<file path="config.mk">
export PLATFORM = sky130hd
export DESIGN_NAME = mcu_regbank
export DESIGN_NICKNAME = d
export VERILOG_FILES = /design/src/rtl/rb_pkg.sv /design/src/rtl/rb_status_flags.sv /design/src/rtl/rb_control.sv /design/src/rtl/rb_data_regs.sv /design/src/rtl/mcu_regbank.sv
export SDC_FILE = /design/constraint.sdc
export NUM_CORES = 1
export LEC_CHECK = 0
export CAP_MARGIN = 20
export CORE_MARGIN = 1.5
export CORE_UTILIZATION = 40
export CTS_BUF_LIST = sky130_fd_sc_hd__clkbuf_4
export CTS_CLUSTER_DIAMETER = 150
export DETAILED_ROUTE_END_ITERATION = 10
export DONT_BUFFER_PORTS = 1
export GPL_ROUTABILITY_DRIVEN = 0
export PLACE_DENSITY_LB_ADDON = 0.25
export REMOVE_ABC_BUFFERS = 1
export SYNTH_ARGS = -nofsm -noshare
export SYNTH_HDL_FRONTEND = slang
export SYNTH_HIERARCHICAL = 1
export SYNTH_SLANG_ARGS = --single-unit
</file>
<file path="constraint.sdc">
create_clock -name clk -period 1 [get_ports clk]
set_clock_uncertainty 0.15 [all_clocks]
set_input_delay 0.1 -clock clk [delete_from_list [all_inputs] [get_ports clk]]
set_output_delay 0.1 -clock clk [all_outputs]
set_load 0.02 [all_outputs]
</file>
<file path="src/rtl/rb_pkg.sv">
package rb_pkg;
    typedef enum logic [1:0] {
        SEL_STAT = 2'd0,
        SEL_CTRL = 2'd1,
        SEL_DIN  = 2'd2,
        SEL_DOUT = 2'd3
    } rb_sel_e;
endpackage

</file>
<file path="src/rtl/rb_status_flags.sv">
module rb_status_flags (
    input  logic clk,
    input  logic rst,
    input  logic ev_done,
    input  logic ev_error,
    input  logic ev_irq,
    input  logic ld_out,
    input  logic start_pls,
    input  logic wr_stat,
    input  logic keep_err,
    input  logic keep_ip,
    input  logic wr_din,
    input  logic rd_dout,
    output logic done_o,
    output logic err_o,
    output logic ipend_o,
    output logic ndata_o,
    output logic drdy_o
);
    typedef struct packed {
        logic done;
        logic err;
        logic ipend;
        logic ndata;
        logic drdy;
    } flags_t;

    localparam flags_t RST_VAL = '{done: 1'b0, err: 1'b0, ipend: 1'b0, ndata: 1'b1, drdy: 1'b0};

    flags_t st_d, st_q;

    always_comb begin
        st_d      = st_q;
        st_d.done = ev_done;
        if (wr_stat && !keep_err) st_d.err = 1'b0;
        if (ev_error)             st_d.err = 1'b1;
        if (wr_stat && !keep_ip)  st_d.ipend = 1'b0;
        if (ev_irq)               st_d.ipend = 1'b1;
        if (start_pls)            st_d.ndata = 1'b1;
        if (wr_din)               st_d.ndata = 1'b0;
        if (rd_dout)              st_d.drdy = 1'b0;
        if (ld_out)               st_d.drdy = 1'b1;
    end

    always_ff @(posedge clk) begin
        if (rst) st_q <= RST_VAL;
        else     st_q <= st_d;
    end

    assign done_o  = st_q.done;
    assign err_o   = st_q.err;
    assign ipend_o = st_q.ipend;
    assign ndata_o = st_q.ndata;
    assign drdy_o  = st_q.drdy;
endmodule

</file>
<file path="src/rtl/rb_control.sv">
module rb_control #(
    parameter int DATA_W = 8
) (
    input  logic              clk,
    input  logic              rst,
    input  logic              wr_ctrl,
    input  logic [DATA_W-1:0] wdata,
    output logic [DATA_W-1:0] ctrl_o,
    output logic              start_o
);
    localparam int EN_BIT = DATA_W - 1;
    localparam int GO_BIT = DATA_W - 3;

    typedef struct packed {
        logic [DATA_W-1:0] ctrl;
        logic              start;
    } ctl_t;

    ctl_t c_d, c_q;

    always_comb begin
        c_d       = c_q;
        c_d.start = 1'b0;
        if (wr_ctrl) begin
            c_d.ctrl  = wdata;
            c_d.start = wdata[EN_BIT] && wdata[GO_BIT] && !c_q.ctrl[GO_BIT];
        end
    end

    always_ff @(posedge clk) begin
        if (rst) c_q <= '0;
        else     c_q <= c_d;
    end

    assign ctrl_o  = c_q.ctrl;
    assign start_o = c_q.start;
endmodule

</file>
<file path="src/rtl/rb_data_regs.sv">
module rb_data_regs #(
    parameter int DATA_W = 8
) (
    input  logic              clk,
    input  logic              rst,
    input  logic              wr_din,
    input  logic [DATA_W-1:0] wdata,
    input  logic              ld_out,
    input  logic [DATA_W-1:0] ld_byte,
    output logic [DATA_W-1:0] din_o,
    output logic [DATA_W-1:0] dout_o
);
    typedef struct packed {
        logic [DATA_W-1:0] din;
        logic [DATA_W-1:0] dout;
    } dat_t;

    dat_t r_d, r_q;

    always_comb begin
        r_d = r_q;
        if (wr_din) r_d.din  = wdata;
        if (ld_out) r_d.dout = ld_byte;
    end

    always_ff @(posedge clk) begin
        if (rst) r_q <= '0;
        else     r_q <= r_d;
    end

    assign din_o  = r_q.din;
    assign dout_o = r_q.dout;
endmodule

</file>
<file path="src/rtl/mcu_regbank.sv">
module mcu_regbank #(
    parameter int DATA_W = 8
) (
    input  logic              clk,
    input  logic              rst,
    input  logic              wr_en,
    input  logic              rd_en,
    input  logic [1:0]        addr,
    input  logic [DATA_W-1:0] wdata,
    input  logic              ev_done,
    input  logic              ev_error,
    input  logic              ev_irq,
    input  logic              ld_out,
    input  logic [DATA_W-1:0] ld_byte,
    output logic [DATA_W-1:0] rdata,
    output logic [DATA_W-4:0] ctl_bits,
    output logic              app_rst,
    output logic              start_pulse,
    output logic [DATA_W-1:0] din_byte,
    output logic              int_n
);
    import rb_pkg::*;

    localparam int CTL_W  = DATA_W - 3;
    localparam int PAD_W  = DATA_W - 5;
    localparam int EN_BIT = DATA_W - 1;
    localparam int IE_BIT = DATA_W - 2;

    logic              wr_stat, wr_ctrl, wr_din, rd_dout;
    logic              stat_done, stat_err, stat_ip, stat_nd, stat_dr;
    logic [DATA_W-1:0] ctrl_q, din_q, dout_q, stat_word;

    assign wr_stat = wr_en && (addr == SEL_STAT);
    assign wr_ctrl = wr_en && (addr == SEL_CTRL);
    assign wr_din  = wr_en && (addr == SEL_DIN);
    assign rd_dout = rd_en && (addr == SEL_DOUT);

    rb_status_flags u_flags (
        .clk      (clk),
        .rst      (rst),
        .ev_done  (ev_done),
        .ev_error (ev_error),
        .ev_irq   (ev_irq),
        .ld_out   (ld_out),
        .start_pls(start_pulse),
        .wr_stat  (wr_stat),
        .keep_err (wdata[DATA_W-2]),
        .keep_ip  (wdata[DATA_W-3]),
        .wr_din   (wr_din),
        .rd_dout  (rd_dout),
        .done_o   (stat_done),
        .err_o    (stat_err),
        .ipend_o  (stat_ip),
        .ndata_o  (stat_nd),
        .drdy_o   (stat_dr)
    );

    rb_control #(.DATA_W(DATA_W)) u_ctrl (
        .clk    (clk),
        .rst    (rst),
        .wr_ctrl(wr_ctrl),
        .wdata  (wdata),
        .ctrl_o (ctrl_q),
        .start_o(start_pulse)
    );

    rb_data_regs #(.DATA_W(DATA_W)) u_data (
        .clk    (clk),
        .rst    (rst),
        .wr_din (wr_din),
        .wdata  (wdata),
        .ld_out (ld_out),
        .ld_byte(ld_byte),
        .din_o  (din_q),
        .dout_o (dout_q)
    );

    assign stat_word = {stat_done, stat_err, stat_ip, stat_nd, stat_dr, {PAD_W{1'b0}}};

    always_comb begin
        case (rb_sel_e'(addr))
            SEL_STAT: rdata = stat_word;
            SEL_CTRL: rdata = ctrl_q;
            SEL_DIN:  rdata = din_q;
            default:  rdata = dout_q;
        endcase
    end

    assign app_rst  = !ctrl_q[EN_BIT];
    assign ctl_bits = ctrl_q[EN_BIT] ? ctrl_q[CTL_W-1:0] : '0;
    assign din_byte = din_q;
    assign int_n    = !(ctrl_q[EN_BIT] && ctrl_q[IE_BIT] &&
                        (stat_err || stat_ip || stat_nd || stat_dr));
endmodule

</file>
# == Word-level counts from Yosys, hierarchy flattened ==
# Cells that the tools add are included.
# classes
n_eq_ne,3
bitwise_logic,1
n_mux,10
n_reduce_logical,24
# op_table
operator,count
$pmux W8 S3,1
$logic_and A1 B1 Y1,10
$mux W1,8
$reduce_bool A2 Y1,4
$logic_not A1 Y1,5
$mux W5,1
$eq A2 B2 Y1 const B,2
$logic_or A1 B1 Y1,3
$eq A2 B1 Y1 const B,1
$logic_not A2 Y1,1
$reduce_or A2 Y1,1
$not A1 Y1,1
# word_totals
out_inout_bits,24
input_bits,26
ff_bits,30

# == Logic depth before layout (Yosys ltp) ==
# logic_depth
word_depth,5
depth_mapped,5
ltp_nobuf,3

# == Modules after synthesis ==
# The synthesis kept the hierarchy.
# by_module_without_submodules
mod,seq_area_each_um2,area_each_um2,instances,cells_per_inst
rb_data_regs,320.3,579.3,1,52
rb_control,180.2,330.3,1,29
mcu_regbank,0.0,295.3,1,26
rb_status_flags,100.1,185.2,1,17

# == Worst setup path after synthesis ==
# OpenSTA, ideal clock, no wires.
# synth_path
path_type,register to output
startpoint,"reg u_flags.st_q, in the netlist u_flags/ipend_o"
endpoint,out int_n
path_buffers,0
arrival_time_ns,0.990
setup_slack_ns,-0.240
path_stages_with_launch,3
t_required_ns,0.750
path_cell_list,dfxtp_1 or4_1 nand3_1
# synth_via
elab_chain_len,5
# synth_rtl
element,line_no,rtl
from (decl),rb_status_flags.sv:30,"flags_t st_d, st_q;"
from (signal assigned),rb_status_flags.sv:47,else st_q <= st_d;
$logic_or A1 B1 Y1 (3 in series),mcu_regbank.sv:93,(stat_err || stat_ip || stat_nd || stat_dr));
$logic_and A1 B1 Y1,mcu_regbank.sv:92,assign int_n = !(ctrl_q[EN_BIT] && ctrl_q[IE_BIT] &&
$logic_not A1 Y1,mcu_regbank.sv:92,
to (decl),mcu_regbank.sv:20,output logic int_n
# Every way passes these cells.

# == Worst setup path after layout ==
# layout_path
startpoint,"reg u_flags.st_q, in the netlist u_flags/ipend_o"
endpoint,out rdata[5]
# layout_via
elab_chain_len,1
# layout_rtl
element,line_no,rtl
$pmux W8 S3,mcu_regbank.sv:81,case (rb_sel_e'(addr))
to (decl),mcu_regbank.sv:15,"output logic [DATA_W-1:0] rdata,"
# Every way passes these cells.

==> results.md <==
- Status: finished with violations
- Failing checks: hold timing, setup timing
- Die Width: 62.0 microns
- Final slew viol count: 0
- Die Footprint: 3840 sq um
- Primary FF master, synth: dfxtp_1
- Tmin final: 1.56 ns
- Starting Density: 41.7%
- Die Ht: 62.0 microns
- Share of cells above drive strength 1: 49.0%
- Post-CTS Hold Buffers: 1
- WHS: -0.325 ns
- Post-synth cell types: 27
- GR Util All Layers: 17.9%
- Max-cap viol count: 0
- Cts bufs inserted: 5
- Io pins: 50
- Max Freq: 640 MHz
- Mapped Cells: 124
- CTS max path bufs: 2
- Avg Synthesized Cell Area: 11.2 sq um
- CTS Sinks: 30
- Routed via count: 983
- GR Overflow Total: 0
- Pre-CTS worst setup slack: -0.271 ns
- Required time of the critical path: 0.75 ns
- DR DRC count: 0
- Final Setup Violations: 24
- Final Instance Area: 1750 sq um
- DP Area: 1560 sq um
- Final wirelength: 3.15 mm
- Setup slack, reg-to-reg: 0.06 ns
- Hold path cells: 1
- Measured slew at the worst slew-check pin: 0.175 ns
- Reg2Reg Capture Point: u_ctrl/start_o$_SDFF_PP0_
- Peak VDD IR: 0.000619 V
- Port Buffers: 0
- Crit Path Class: reg2out
- Asr flop ratio synth: 0%
- Crit-path slowest cell: mux4_2
- Hold EP: u_data/din_o[6]$_SDFFE_PP0P_
- H-tree depth: 2
- Core area: 3340 sq um
- Initial antenna violation count: 0
- Nets: 174
- Global-route wire length before repair: 4.69 mm
- Worst-Skew Late Latency: 0.33 ns
- Register area share after synthesis: 43.2%
- Largest net degree at the start of global routing: 31
- Min-delay src: rst
- Area growth from synthesis to layout: 25.9%
- Final worst setup slack: -0.562 ns
- PD cells: 1280 nW/um^2
- RSZ-0062 raised after global routing: yes
- Worst slew margin: 88.0%
- Worst Path Max Fanout: 2
- Ys Warns: 6
- Initial DRC count: 58
- Mapped cell area: 1390 sq um
- Most common cell in the netlist: dfxtp_1
- Hold Path Class: in2reg
- Final hold viol count: 29
- ANT nets after route: 0
- Critical path cell sequence: buf_4, mux4_2
- Cell accounting for the most synthesized area: dfxtp_1
- Vias in the first global route: 1014
- CTS root buffer: clkbuf_4
- Num rows: 21
- Crit path launch type: flop
- Fraction of the cycle the final worst path needs: 156%
- Synth area leaders: dfxtp_1 (43%), mux2i_1 (17%), nor2_1 (7.0%)
- EDFF count, synth: 0
- Max incr delay on CP: 0.53 ns
- Top cells by count, synth: dfxtp_1 (30), nor2_1 (26), mux2i_1 (23), and2_1 (5), buf_6 (5)
- Number of synthesized register bits: 30
- Delay-heaviest family, CP: multiplexers
- Worst setup EP type: primary output
- Worst r2r src: u_ctrl/ctrl_o[5]$_SDFFE_PP0P_
- Vias per cell: 5.04
- WL per Instance: 16.2 microns
- Data arrival time of the critical path: 1.31 ns
- Antenna diode count: 0
- Lkg Pwr: 0.734 nW
- CTS tree: built
- Top-area cell type share of the netlist area: 43.2%
- Hpwl dp: 2.21 mm
- DRT Pass-1 Iters: 4
- Buffers & Inverters on Critical Path: 1
- CP Depth: 2
- Reg clk slew, reported paths: 0.09 ns
- Reg2reg path depth: 2
what timing repair did:
item / CTS / global route
setup endpoints to repair: 24 / 24
pin swaps: 3 / 2
resized for setup: 48 / 3
cloned: 0 / 0
hold endpoints to repair: 30 / 29
setup buffers: 1 / 0
worst max path at each step:
stage	start	end
finish	u_flags/ipend_o$_SDFFE_PP0P_	rdata[5]
global route	u_flags/ipend_o$_SDFFE_PP0P_	int_n
CTS	u_flags/ipend_o$_SDFFE_PP0P_	int_n
detailed placement	u_flags/ipend_o$_SDFFE_PP0P_	int_n
global placement	u_flags/ipend_o$_SDFFE_PP0P_	int_n
floorplan	u_flags/ipend_o$_SDFFE_PP0P_	int_n
through the flow:
stage                     instances  setup TNS, ns  total power [mW]  util [%]  hold slack [ns]
after CTS                       195          -6.22              2.26      52.2           -0.338
after global routing            195          -7.21              2.37      52.5           -0.356
after floorplan                 116          -1.64              1.50         -           0.0191
after global placement          185          -1.26              1.58      46.8           0.0254
after detailed placement        185          -1.37              1.59      46.8           0.0282
final                           195          -5.92              2.24      52.5           -0.325
area by class of cell:
| class | instances | area (sq um) |
|---|---|---|
| Multi-Input combinational cell | 84 | 762 |
| Fill cell | 326 | 1590 |
| Sequential cell | 30 | 619 |
| Clock inverter | 3 | 11.3 |
| Tap cell | 46 | 57.6 |
| Timing Repair Buffer | 25 | 248 |
| Clock buffer | 5 | 37.5 |
| Inverter | 2 | 15.0 |
sequential cells by signal (all words and copies together), names as in the netlist:
signal,cells
u_ctrl/ctrl_o,8
u_data/din_o,8
u_data/dout_o,8
u_ctrl/start_o,1
u_flags/done_o,1
u_flags/drdy_o,1
u_flags/err_o,1
u_flags/ipend_o,1
u_flags/ndata_o,1
routing by layer:
metal | global-route usage, % | wire [microns] | vias to the layer above
li1 | - | - | 477
met1 | 19.5 | 1340 | 469
met2 | 29.8 | 1580 | 32
met3 | 8.70 | 181 | 5
met4 | 7.29 | 53 | 0
met5 | 0 | 0 | -
kinds of logic (layout without fill, tap and decap cells):
group / after synthesis / after routing / synth area share [%]
muxes: 31 / 31 / 28.2
and+or+nand+nor: 47 / 47 / 19.8
AOI/OAI and AO/OA: 6 / 6 / 3.15
buffers and inverters: 10 / 35 / 5.67
DFF: 30 / 30 / 43.2
report_power, final:
| group | internal [mW] | switching [mW] |
|---|---|---|
| Sequential | 1.25 | 0.0348 |
| Combinational | 0.180 | 0.132 |
| Clock | 0.250 | 0.390 |
| Total | 1.68 | 0.557 |
cells in the final DEF, fill, tap and decap left out, types with 2 or more instances in the layout:
master and count:
buf_4 12, mux4_2 5, clkinv_1 3, nor3b_2 2
and3b_2 2, nor3_2 2, and2_4 5, nor2_1 26
dfxtp_1 15, a21oi_1 2, nand2b_1 2, clkbuf_4 5
dfxtp_2 15, a22o_4 3, mux2_4 3, buf_6 10
mux2i_1 23
Power figures use the tool's default switching activity.
